==> src/rtl/drdt_pkg.sv <==
package drdt_pkg;

    typedef enum logic [0:0] {
        ENT_FREE = 1'b0,
        ENT_HELD = 1'b1
    } ent_state_e;

    typedef struct packed {
        ent_state_e state;
        logic       discard;
    } ent_regs_t;

endpackage

==> src/rtl/drdt_counter.sv <==
module drdt_counter #(
    parameter int unsigned TMR_W = 15
) (
    input  logic clk_i,
    input  logic rst_ni,
    input  logic clear_i,
    input  logic run_i,
    output logic term_o
);
    logic [TMR_W-1:0] cnt_d, cnt_q;

    always_comb begin
        cnt_d = cnt_q;
        if (clear_i) begin
            cnt_d = '0;
        end else if (run_i) begin
            cnt_d = cnt_q + 1'b1;
        end
    end

    always_ff @(posedge clk_i or negedge rst_ni) begin
        if (!rst_ni) begin
            cnt_q <= '0;
        end else begin
            cnt_q <= cnt_d;
        end
    end

    // terminal when the held entry has seen its last allowed cycle
    assign term_o = &cnt_q;
endmodule

==> src/rtl/drdt_sticky.sv <==
module drdt_sticky (
    input  logic clk_i,
    input  logic rst_ni,
    input  logic set_i,
    input  logic clr_i,
    output logic flag_o
);
    logic flag_d, flag_q;

    always_comb begin
        flag_d = flag_q;
        if (clr_i) begin
            flag_d = 1'b0;
        end
        if (set_i) begin
            flag_d = 1'b1;   // a new event outranks a clear on the same edge
        end
    end

    always_ff @(posedge clk_i or negedge rst_ni) begin
        if (!rst_ni) begin
            flag_q <= 1'b0;
        end else begin
            flag_q <= flag_d;
        end
    end

    assign flag_o = flag_q;
endmodule

==> src/rtl/drdt_discard_timer.sv <==
module drdt_discard_timer
    import drdt_pkg::*;
#(
    parameter int unsigned TMR_W = 15
) (
    input  logic clk_i,
    input  logic rst_ni,
    input  logic data_ret_i,
    input  logic retry_hit_i,
    input  logic err_clr_i,
    output logic discard_o,
    output logic err_flag_o,
    output logic entry_busy_o
);
    ent_regs_t regs_d, regs_q;

    logic held;
    logic hit;
    logic expire;
    logic term;

    assign held   = (regs_q.state == ENT_HELD);
    assign hit    = held & retry_hit_i;
    assign expire = held & term & ~retry_hit_i;

    drdt_counter #(
        .TMR_W (TMR_W)
    ) cnt_i (
        .clk_i   (clk_i),
        .rst_ni  (rst_ni),
        .clear_i (~held | hit | expire),
        .run_i   (held),
        .term_o  (term)
    );

    drdt_sticky flag_i (
        .clk_i  (clk_i),
        .rst_ni (rst_ni),
        .set_i  (expire),
        .clr_i  (err_clr_i),
        .flag_o (err_flag_o)
    );

    always_comb begin
        regs_d         = regs_q;
        regs_d.discard = expire;
        unique case (regs_q.state)
            ENT_FREE: begin
                if (data_ret_i) begin
                    regs_d.state = ENT_HELD;
                end
            end
            ENT_HELD: begin
                if (hit || expire) begin
                    regs_d.state = ENT_FREE;
                end
            end
            default: regs_d.state = ENT_FREE;
        endcase
    end

    always_ff @(posedge clk_i or negedge rst_ni) begin
        if (!rst_ni) begin
            regs_q <= '{state: ENT_FREE, discard: 1'b0};
        end else begin
            regs_q <= regs_d;
        end
    end

    assign discard_o    = regs_q.discard;
    assign entry_busy_o = held;
endmodule

==> config.mk <==
export PLATFORM = sky130hd
export DESIGN_NAME = drdt_discard_timer
export DESIGN_NICKNAME = d
export VERILOG_FILES = /design/src/rtl/drdt_pkg.sv /design/src/rtl/drdt_counter.sv /design/src/rtl/drdt_sticky.sv /design/src/rtl/drdt_discard_timer.sv
export SDC_FILE = /design/constraint.sdc
export NUM_CORES = 1
export LEC_CHECK = 0
export BUFFER_PORTS_ARGS = -buffer_cell sky130_fd_sc_hd__buf_4
export CAP_MARGIN = 20
export CORE_MARGIN = 10
export CORE_UTILIZATION = 60
export DETAILED_ROUTE_END_ITERATION = 8
export GPL_ROUTABILITY_DRIVEN = 0
export GPL_TIMING_DRIVEN = 0
export PLACE_DENSITY = 0.85
export SETUP_SLACK_MARGIN = 0.3
export SLEW_MARGIN = 10
export SYNTH_ARGS = -nofsm -noshare
export SYNTH_HDL_FRONTEND = slang
export SYNTH_HIERARCHICAL = 1
export SYNTH_SLANG_ARGS = --single-unit
export TNS_END_PERCENT = 30
==> constraint.sdc <==
create_clock -name clk_i -period 5.4 [get_ports clk_i]
set_clock_uncertainty 0.05 [all_clocks]
set_input_delay 1.08 -clock clk_i [delete_from_list [all_inputs] [get_ports clk_i]]
set_output_delay 1.08 -clock clk_i [all_outputs]
set_load 0.01 [all_outputs]
* Word-level counts from Yosys, hierarchy flattened
Cells that the tools add are included.
** Word-level totals
- Bits in registers :: 18
- Input bits :: 5
- Output and inout bits :: 3
- Logic and storage cells :: 23
** Operators by class
- $add $sub $neg :: 1
- Muxes and demuxes :: 7
- Bitwise logic cells :: 7
- Reduce and logical (&&, ||, !) cells :: 4
** Operators with widths (number)
- $mux W15 :: 2
- $add A15 B1 Y15 const B :: 1
- $reduce_and A15 Y1 :: 1
- $mux W1 :: 4
- $reduce_bool A2 Y1 :: 2
- $and A1 B1 Y1 :: 3
- $not A1 Y1 :: 2
- $or A1 B1 Y1 :: 2
- $pmux W1 S2 :: 1
- $logic_or A1 B1 Y1 :: 1

* Longest topological paths before layout
Gate-level depths: netlist of run 1.
- Depth in word-level cells :: 6
- Mapped depth :: 7
- Depth with buffers taken out :: 7

* Cells and area by module
The synthesis of run 1 kept the hierarchy.
** By module, submodules not included
- drdt_counter :: instances 1, cells an instance 82, area each 829.5 µm², seq. area each 375.4 µm²
- drdt_discard_timer :: instances 1, cells an instance 6, area each 77.6 µm², seq. area each 50.0 µm²
- drdt_sticky :: instances 1, cells an instance 3, area each 36.3 µm², seq. area each 25.0 µm²

* Worst setup path after synthesis of run 1
No wires, ideal clock.
- Path kind :: input to register
- Start :: input port retry_hit_i
- End :: register cnt_i.cnt_q[11]
- Library setup time :: 125 ps
- Arrival time :: 2167 ps
- Data required time :: 5225 ps
- Slack :: 3058 ps
- Cell stages on the path :: 4
- Path buffers :: 0
- Cells stage by stage :: or3b_1 > o211ai_4 > nor4_1 > mux2_2
** On the way
- Word-level cells in the longest chain between the ends :: 4
- Elaborated cells on any way between the ends :: 7
- Classes of those cells :: 1 x mux; 5 x bitwise; 1 x reduce/logical
** RTL lines
- from (decl) :: line drdt_discard_timer.sv:9 : input logic retry_hit_i,
- $and A1 B1 Y1 or $not A1 Y1 (tied branches) :: line drdt_discard_timer.sv:23, drdt_discard_timer.sv:24
- $or A1 B1 Y1 or $and A1 B1 Y1 (tied branches) :: line drdt_discard_timer.sv:31, drdt_discard_timer.sv:24
- $or A1 B1 Y1 * :: line drdt_discard_timer.sv:31 : .clear_i (~held | hit | expire),
- $mux W15 or $reduce_bool A2 Y1 (tied branches)
- to (signal assigned) :: line drdt_counter.sv:25 : cnt_q <= cnt_d;
- to (decl) :: line drdt_counter.sv:10 : logic [TMR_W-1:0] cnt_d, cnt_q;
Mark *: on every way between the ends. The rest lies on a longest branch, timed or not.
A chain may end at the register's enable or synchronous reset.

* Worst setup path in the final report of run 1
- Start :: register cnt_i.cnt_q[0]
- End :: register cnt_i.cnt_q[3]
** On the way
- Word-level cells in the longest chain between the ends :: 5
- Elaborated cells on any way between the ends :: 8
- Classes of those cells :: 1 x add/sub; 2 x mux; 3 x bitwise; 2 x reduce/logical
** RTL lines
- $reduce_and A15 Y1 * :: line drdt_counter.sv:30 : assign term_o = &cnt_q;
- net term :: line drdt_discard_timer.sv:20 : logic term;
- $and A1 B1 Y1 * (2 in a row) :: line drdt_discard_timer.sv:24 : assign expire = held & term & ~retry_hit_i;
- $or A1 B1 Y1 * :: line drdt_discard_timer.sv:31
- $mux W15 or $reduce_bool A2 Y1 (tied branches)
Mark *: on every way through the listed nets, which the timed path passes. The rest lies on a longest branch. The select of a mux whose other input is x is not followed.

==> summary.txt, run 1 <==
Run status
  – Outcome: completed

Setup path
  – Largest delay contributor family on the critical path: simple AND/OR/NAND/NOR gates
  – Startpoint types: flip-flop
  – R2R Path Start: cnt_i/cnt_q[0]
  – Worst Path Arrival: 2.70 ns
  – CP max FO: 10
  – Critical Setup Path Class: flip-flop to flip-flop
  – Crit. End Element: flip-flop
  – CP max-delay cell: dfrtp_1
  – CP Launch Point: cnt_i/cnt_q[0]
  – Cell Chain, Critical Path: ha_1, nand4_1, nor4_1, or3b_1, clkbuf_1, buf_1, nor2_1
  – Crit path largest cell delay: 0.43 ns
  – Buf+Inv Stages, Crit Path: 2
  – Worst Path Required: 5.50 ns

Detailed routing
  – Via density per instance: 6.205
  – Detailed-route DRC error count: 0
  – 1st-iter DRT viols: 19
  – Antenna Violating Nets Remaining: 0
  – Number of vias in the routed layout: 726
  – Drt pass-1 iters: 4
  – DRT Wirelength: 1.834 mm
  – Routed WL per cell: 15.68 µm

Worst hold path
  – Hold Path Class: flip-flop to flip-flop
  – Hold wc startpoint: flag_i/flag_o

Finish
  – Finished Cell Area: 1039 µm²
  – Post-Layout Cell Count: 117
  – Fill cell total of the finished layout: 115
  – # diodes: 0
  – Area Growth Syn to Fin: 10.08%
  – Layout cells sized above 1: 0.1980
  – Nets: 109
  – Core Util, Final: 0.6975

Placed design
  – Placed inst area: 1016 µm²
  – Post-placement cell count: 114
  – Hpwl dp: 1.364 mm
  – Setup WS pre-CTS: 2.789 ns
  – I/O Buffers: 7

STA
  – Actual slew at the worst max-slew pin: 0.4733 ns
  – F_max: 0.3846 GHz
  – Fin crit share: 0.4816
  – Final hold viol count: 0
  – Minimum clock period: 2.600 ns
  – Hold WS: 0.4399 ns
  – Max Slew Vio Count: 0
  – Setup TNS: 0 ns
  – Max_slew headroom: 0.6845
  – Worst setup margin: 2.800 ns
  – Setup-failing EPs final: 0
  – RSZ-0062 raised after global routing: false

Synth
  – Seq/Total Area, Yosys: 0.4775
  – Yosys warnings: 6
  – Synthesized Nets: 97
  – Synth area leader: dfrtp_1
  – Synth cell count leaders: dfrtp_1, nor2_1, a21oi_1
  – Post-Synth Simple-Gate Area: 0.2294
  – Count leader, synth: dfrtp_1
  – EDFF count, synth: 0
  – Async SR Flop Fraction: 1.000
  – Synth Register Bits: 18
  – Synth Area per Inst: 10.37 µm²
  – Mux cell area share after synthesis: 0.05836
  – Top cells by area, synth: dfrtp_1, mux2_2, nor2_1
  – Adder-Cell Fraction of Synth Area: 0.01326
  – Cells after synthesis: 91
  – Ys flop type: dfrtp_1
  – Mapped Area: 943.4 µm²
  – Largest family of logic cells by synthesized area: simple AND/OR/NAND/NOR gates
  – Post-synth top area share: 0.4775
  – Synth Area in XOR/XNOR: 0.03714
  – Synth unique cells: 28
  – Synth Area in Compound Gates: 0.1432

Pwr
  – Clock share of power: 0.280
  – PD cells: 218.7 nW/µm²
  – Sw power: 0.05603 mW
  – Total power: 0.2271 mW
  – Leakage: 0.4332 nW
  – Sw frac: 0.2467
  – Combinational power share: 0.108
  – Sequential power share: 0.612
  – Maximum VDD drop: 0.0001344 V
  – P_int: 0.1711 mW

Global routing
  – Largest net degree at the start of global routing: 19
  – Gr ovfl total: 0
  – Vias in the first global route: 762
  – First-pass GRT wire length: 3.325 mm
  – Initial antenna violation count: 0
  – GRT Util Overall: 0.1187

Clock network
  – CTS Hold Bufs: 0
  – Worst skew pair latency: 0.28 ns
  – Post-cts gate resize count: 0
  – TritonCTS clock tree: built
  – CTS clk-pin slew, worst paths: 0.10 ns
  – Clock Tree Buf Depth: 2
  – Sink Count: 18
  – Root Driver: clkbuf_4
  – CTS Buf Count: 3
  – Postcts setup bufs: 0
  – CTS H-Tree Depth: 1

Die
  – DIE HEIGHT: 59.65 µm
  – Row cnt: 14
  – Initial core utilization: 0.6336
  – Die ar.: 3558 µm²
  – I/O pin count: 8
  – Chip width: 59.65 µm
  – Area of the core: 1489 µm²

Run
  – Max-cap viol count: 0
-- cell families (layout without fill, tap and decap cells) --
group | after synthesis | after routing
fa+ha+maj | 1 | 1
mux | 5 | 5
compound gates | 17 | 17
flops | 18 | 18
xor+xnor | 4 | 4
simple gates | 38 | 38
buf+inv | 8 | 18
-- registers in the layout, summed over array words and instances (netlist names) --
name and cells:
flag_i/flag_o 1, entry_busy_o 1, discard_o 1, cnt_i/cnt_q 15
-- power by group through the flow --
stage          clock (mW)  combinational [mW]  sequential (mW)
2_1_floorplan           0              0.0140            0.142
3_3_place_gp            0              0.0234            0.142
3_5_place_dp            0              0.0247            0.142
4_1_cts            0.0669              0.0248            0.139
5_1_grt            0.0737              0.0274            0.140
6_report           0.0635              0.0245            0.139
-- routing by layer --
layer | global-route usage | wire length [µm] | up-vias
li1 | - | - | 355
met1 | 0.1303 | 765 | 362
met2 | 0.2206 | 995 | 7
met3 | 0.02119 | 63 | 2
met4 | 0.03846 | 9 | 0
met5 | 0 | 0 | -
-- path summary, 6_finish.rpt --
check	to	slack, ns	cells past startpoint
max	cnt_i/cnt_q[3]	2.80	7
min	flag_i/flag_o	0.44	1
max reg2reg	cnt_i/cnt_q[3]	2.80	7
min reg2reg	flag_i/flag_o	0.44	1
max in group asynchronous	cnt_i/cnt_q[0]	4.51	1
min in group asynchronous	cnt_i/cnt_q[4]	0.60	1
-- layout make-up --
cell class | instances | area (µm²) | area share
buffer | 4 | 23.77 | 0.02289
clock buffer | 3 | 22.52 | 0.02169
inverter | 4 | 15.01 | 0.01446
multi-input combinational | 65 | 454.2 | 0.4373
sequential | 18 | 450.4 | 0.4337
tap | 16 | 20.02 | 0.01928
timing repair buffer | 7 | 52.55 | 0.05060
-- layout by cell type, fill, tap and decap left out, types with 4 or more instances in the layout --
master / synthesis / final
dfrtp_1: 18 / 18
nor2_1: 9 / 9
buf_4: 0 / 7
a21oi_1: 6 / 6
nand2_1: 5 / 5
nor4_1: 5 / 5
inv_1: 4 / 4
o21ai_0: 4 / 4
nor2b_1: 4 / 4
mux2_2: 4 / 4
o31ai_1: 4 / 4
or4_1: 4 / 4
(Power assumes the default switching activity.)
==> inputs of run 2 (changes only) <==
- CORE_UTILIZATION: 60 -> 56
- PLACE_DENSITY: 0.85 -> 0.8
- clock period: 5.4 -> 2.6 ns (I/O delays scaled with it)
==> summary.txt, run 2 (synthesis results as in run 1) <==
STA
  – Final hold viol count: 0
  – Fin crit share: 0.8321
  – Max_slew headroom: 0.7270
  – Actual slew at the worst max-slew pin: 0.4095 ns
  – Minimum clock period: 2.164 ns
  – Setup TNS: 0 ns
  – RSZ-0062 raised after global routing: false
  – Max Slew Vio Count: 0
  – Setup-failing EPs final: 0
  – Hold WS: 0.01687 ns
  – Worst setup margin: 0.4364 ns
  – F_max: 0.4622 GHz

Setup path
  – Worst Path Arrival: 2.34 ns
  – Buf+Inv Stages, Crit Path: 0
  – Critical Setup Path Class: flip-flop to flip-flop
  – CP max FO: 9
  – Crit path largest cell delay: 0.44 ns
  – Largest delay contributor family on the critical path: simple AND/OR/NAND/NOR gates
  – CP max-delay cell: or4_1
  – Startpoint types: flip-flop
  – Worst Path Required: 2.78 ns
  – Cell Chain, Critical Path: nand4_1, nor4_4, or3b_4, o2111ai_4, or4_1, a21oi_1
  – Crit. End Element: flip-flop

Die
  – Row cnt: 14
  – Area of the core: 1541 µm²
  – Die ar.: 3726 µm²
  – Chip width: 61.05 µm
  – I/O pin count: 8
  – DIE HEIGHT: 61.05 µm
  – Initial core utilization: 0.6120

Detailed routing
  – Met2 WL: 925 µm
  – Top sig layer: met4
  – Via density per instance: 5.976
  – Drt pass-1 iters: 4
  – Antenna Violating Nets Remaining: 0
  – Detailed-route DRC error count: 0
  – Met3 WL post-DR: 78 µm
  – DRT Wirelength: 1.901 mm
  – Number of vias in the routed layout: 741
  – 1st-iter DRT viols: 14
  – Wl on met1: 863 µm
  – Routed WL per cell: 15.33 µm

Global routing
  – Gr ovfl total: 0
  – GRT Util Overall: 0.1066
  – Vias in the first global route: 664
  – Initial antenna violation count: 0
  – Largest net degree at the start of global routing: 19
  – First-pass GRT wire length: 3.008 mm

Finish
  – Layout cells sized above 1: 0.3148
  – Post-Layout Cell Count: 124
  – # diodes: 0
  – Area Growth Syn to Fin: 20.03%
  – Leading cell types in the layout, fill and taps excluded: dfrtp_1, buf_4, nor2_1
  – Nets: 115
  – Commonest non-fill, non-tap cell in the layout: dfrtp_1
  – Largest register FFs: 15
  – Top reg by flops: cnt_i/cnt_q
  – Core Util, Final: 0.7346

Placed design
  – Post-placement cell count: 114
  – Hpwl dp: 1.226 mm
  – Setup WS pre-CTS: 0.03768 ns
  – I/O Buffers: 7

Clock network
  – CTS Hold Bufs: 0
  – CTS Buf Count: 3
  – Root Driver: clkbuf_4
  – Sink Count: 18
  – CTS H-Tree Depth: 1
  – CTS clk-pin slew, worst paths: 0.10 ns
  – TritonCTS clock tree: built
  – Clock Tree Buf Depth: 2
  – Worst skew pair latency: 0.30 ns

Run
  – Max-cap viol count: 0

Pwr
  – PD cells: 459.2 nW/µm²
  – Maximum VDD drop: 0.0004216 V
  – Leakage: 0.4868 nW

Worst hold path
  – Hold Path Class: input pin to async pin

Run status
  – Outcome: completed
run 2: changes by cell type in the layout (fill, tap and decap cells not counted), sizes merged:
cell / previous run / this run
buf: 10 / 16
clkbuf: 4 / 5
run 2: final cells by class:
type | count | area (µm²)
Sequential cell | 18 | 451.7
Buffer | 4 | 25.02
Timing Repair Buffer | 13 | 97.59
Clock buffer | 4 | 36.28
Multi-Input combinational cell | 65 | 486.7
Tap cell | 16 | 20.02
Fill cell | 99 | 409.1
Inverter | 4 | 15.01
run 2: per-stage QoR:
stage	total power, mW	instance area, µm²
final	0.5200	1132
after detailed placement	0.3450	1016
after floorplan	0.3238	943.4
after CTS	0.5246	1074
after global placement	0.3439	1016
after global routing	0.5420	1132
run 2: power breakdown:
group          total (mW)  switching [mW]  internal, mW
Sequential          0.287         0.00325         0.284
Combinational      0.0579          0.0358        0.0222
Clock               0.175          0.0892        0.0854
Total               0.520           0.128         0.392
run 2: metal layers:
layer  global-route usage  up-vias
met2               0.1542       15
met1               0.1335      357
met4              0.06583        0
li1                     -      365
met3              0.03498        4
met5                    0        -
run 2: repair_timing:
item | in CTS | in global routing
gates resized for setup | 5 | 3
endpoints found under the setup margin | 15 | 15
pin swaps | 0 | 4
setup buffers | 1 | 5
run 2: worst paths after layout:
check,to,start,slack [ns],depth (start not counted)
max,cnt_i/cnt_q[12],cnt_i/cnt_q[8],0.44,6
min,cnt_i/cnt_q[10],rst_ni,0.02,1
max reg2reg,cnt_i/cnt_q[12],cnt_i/cnt_q[8],0.44,6
min reg2reg,flag_i/flag_o,flag_i/flag_o,0.44,1
max in group asynchronous,cnt_i/cnt_q[0],rst_ni,2.27,1
min in group clk_i,entry_busy_o,data_ret_i,0.43,3
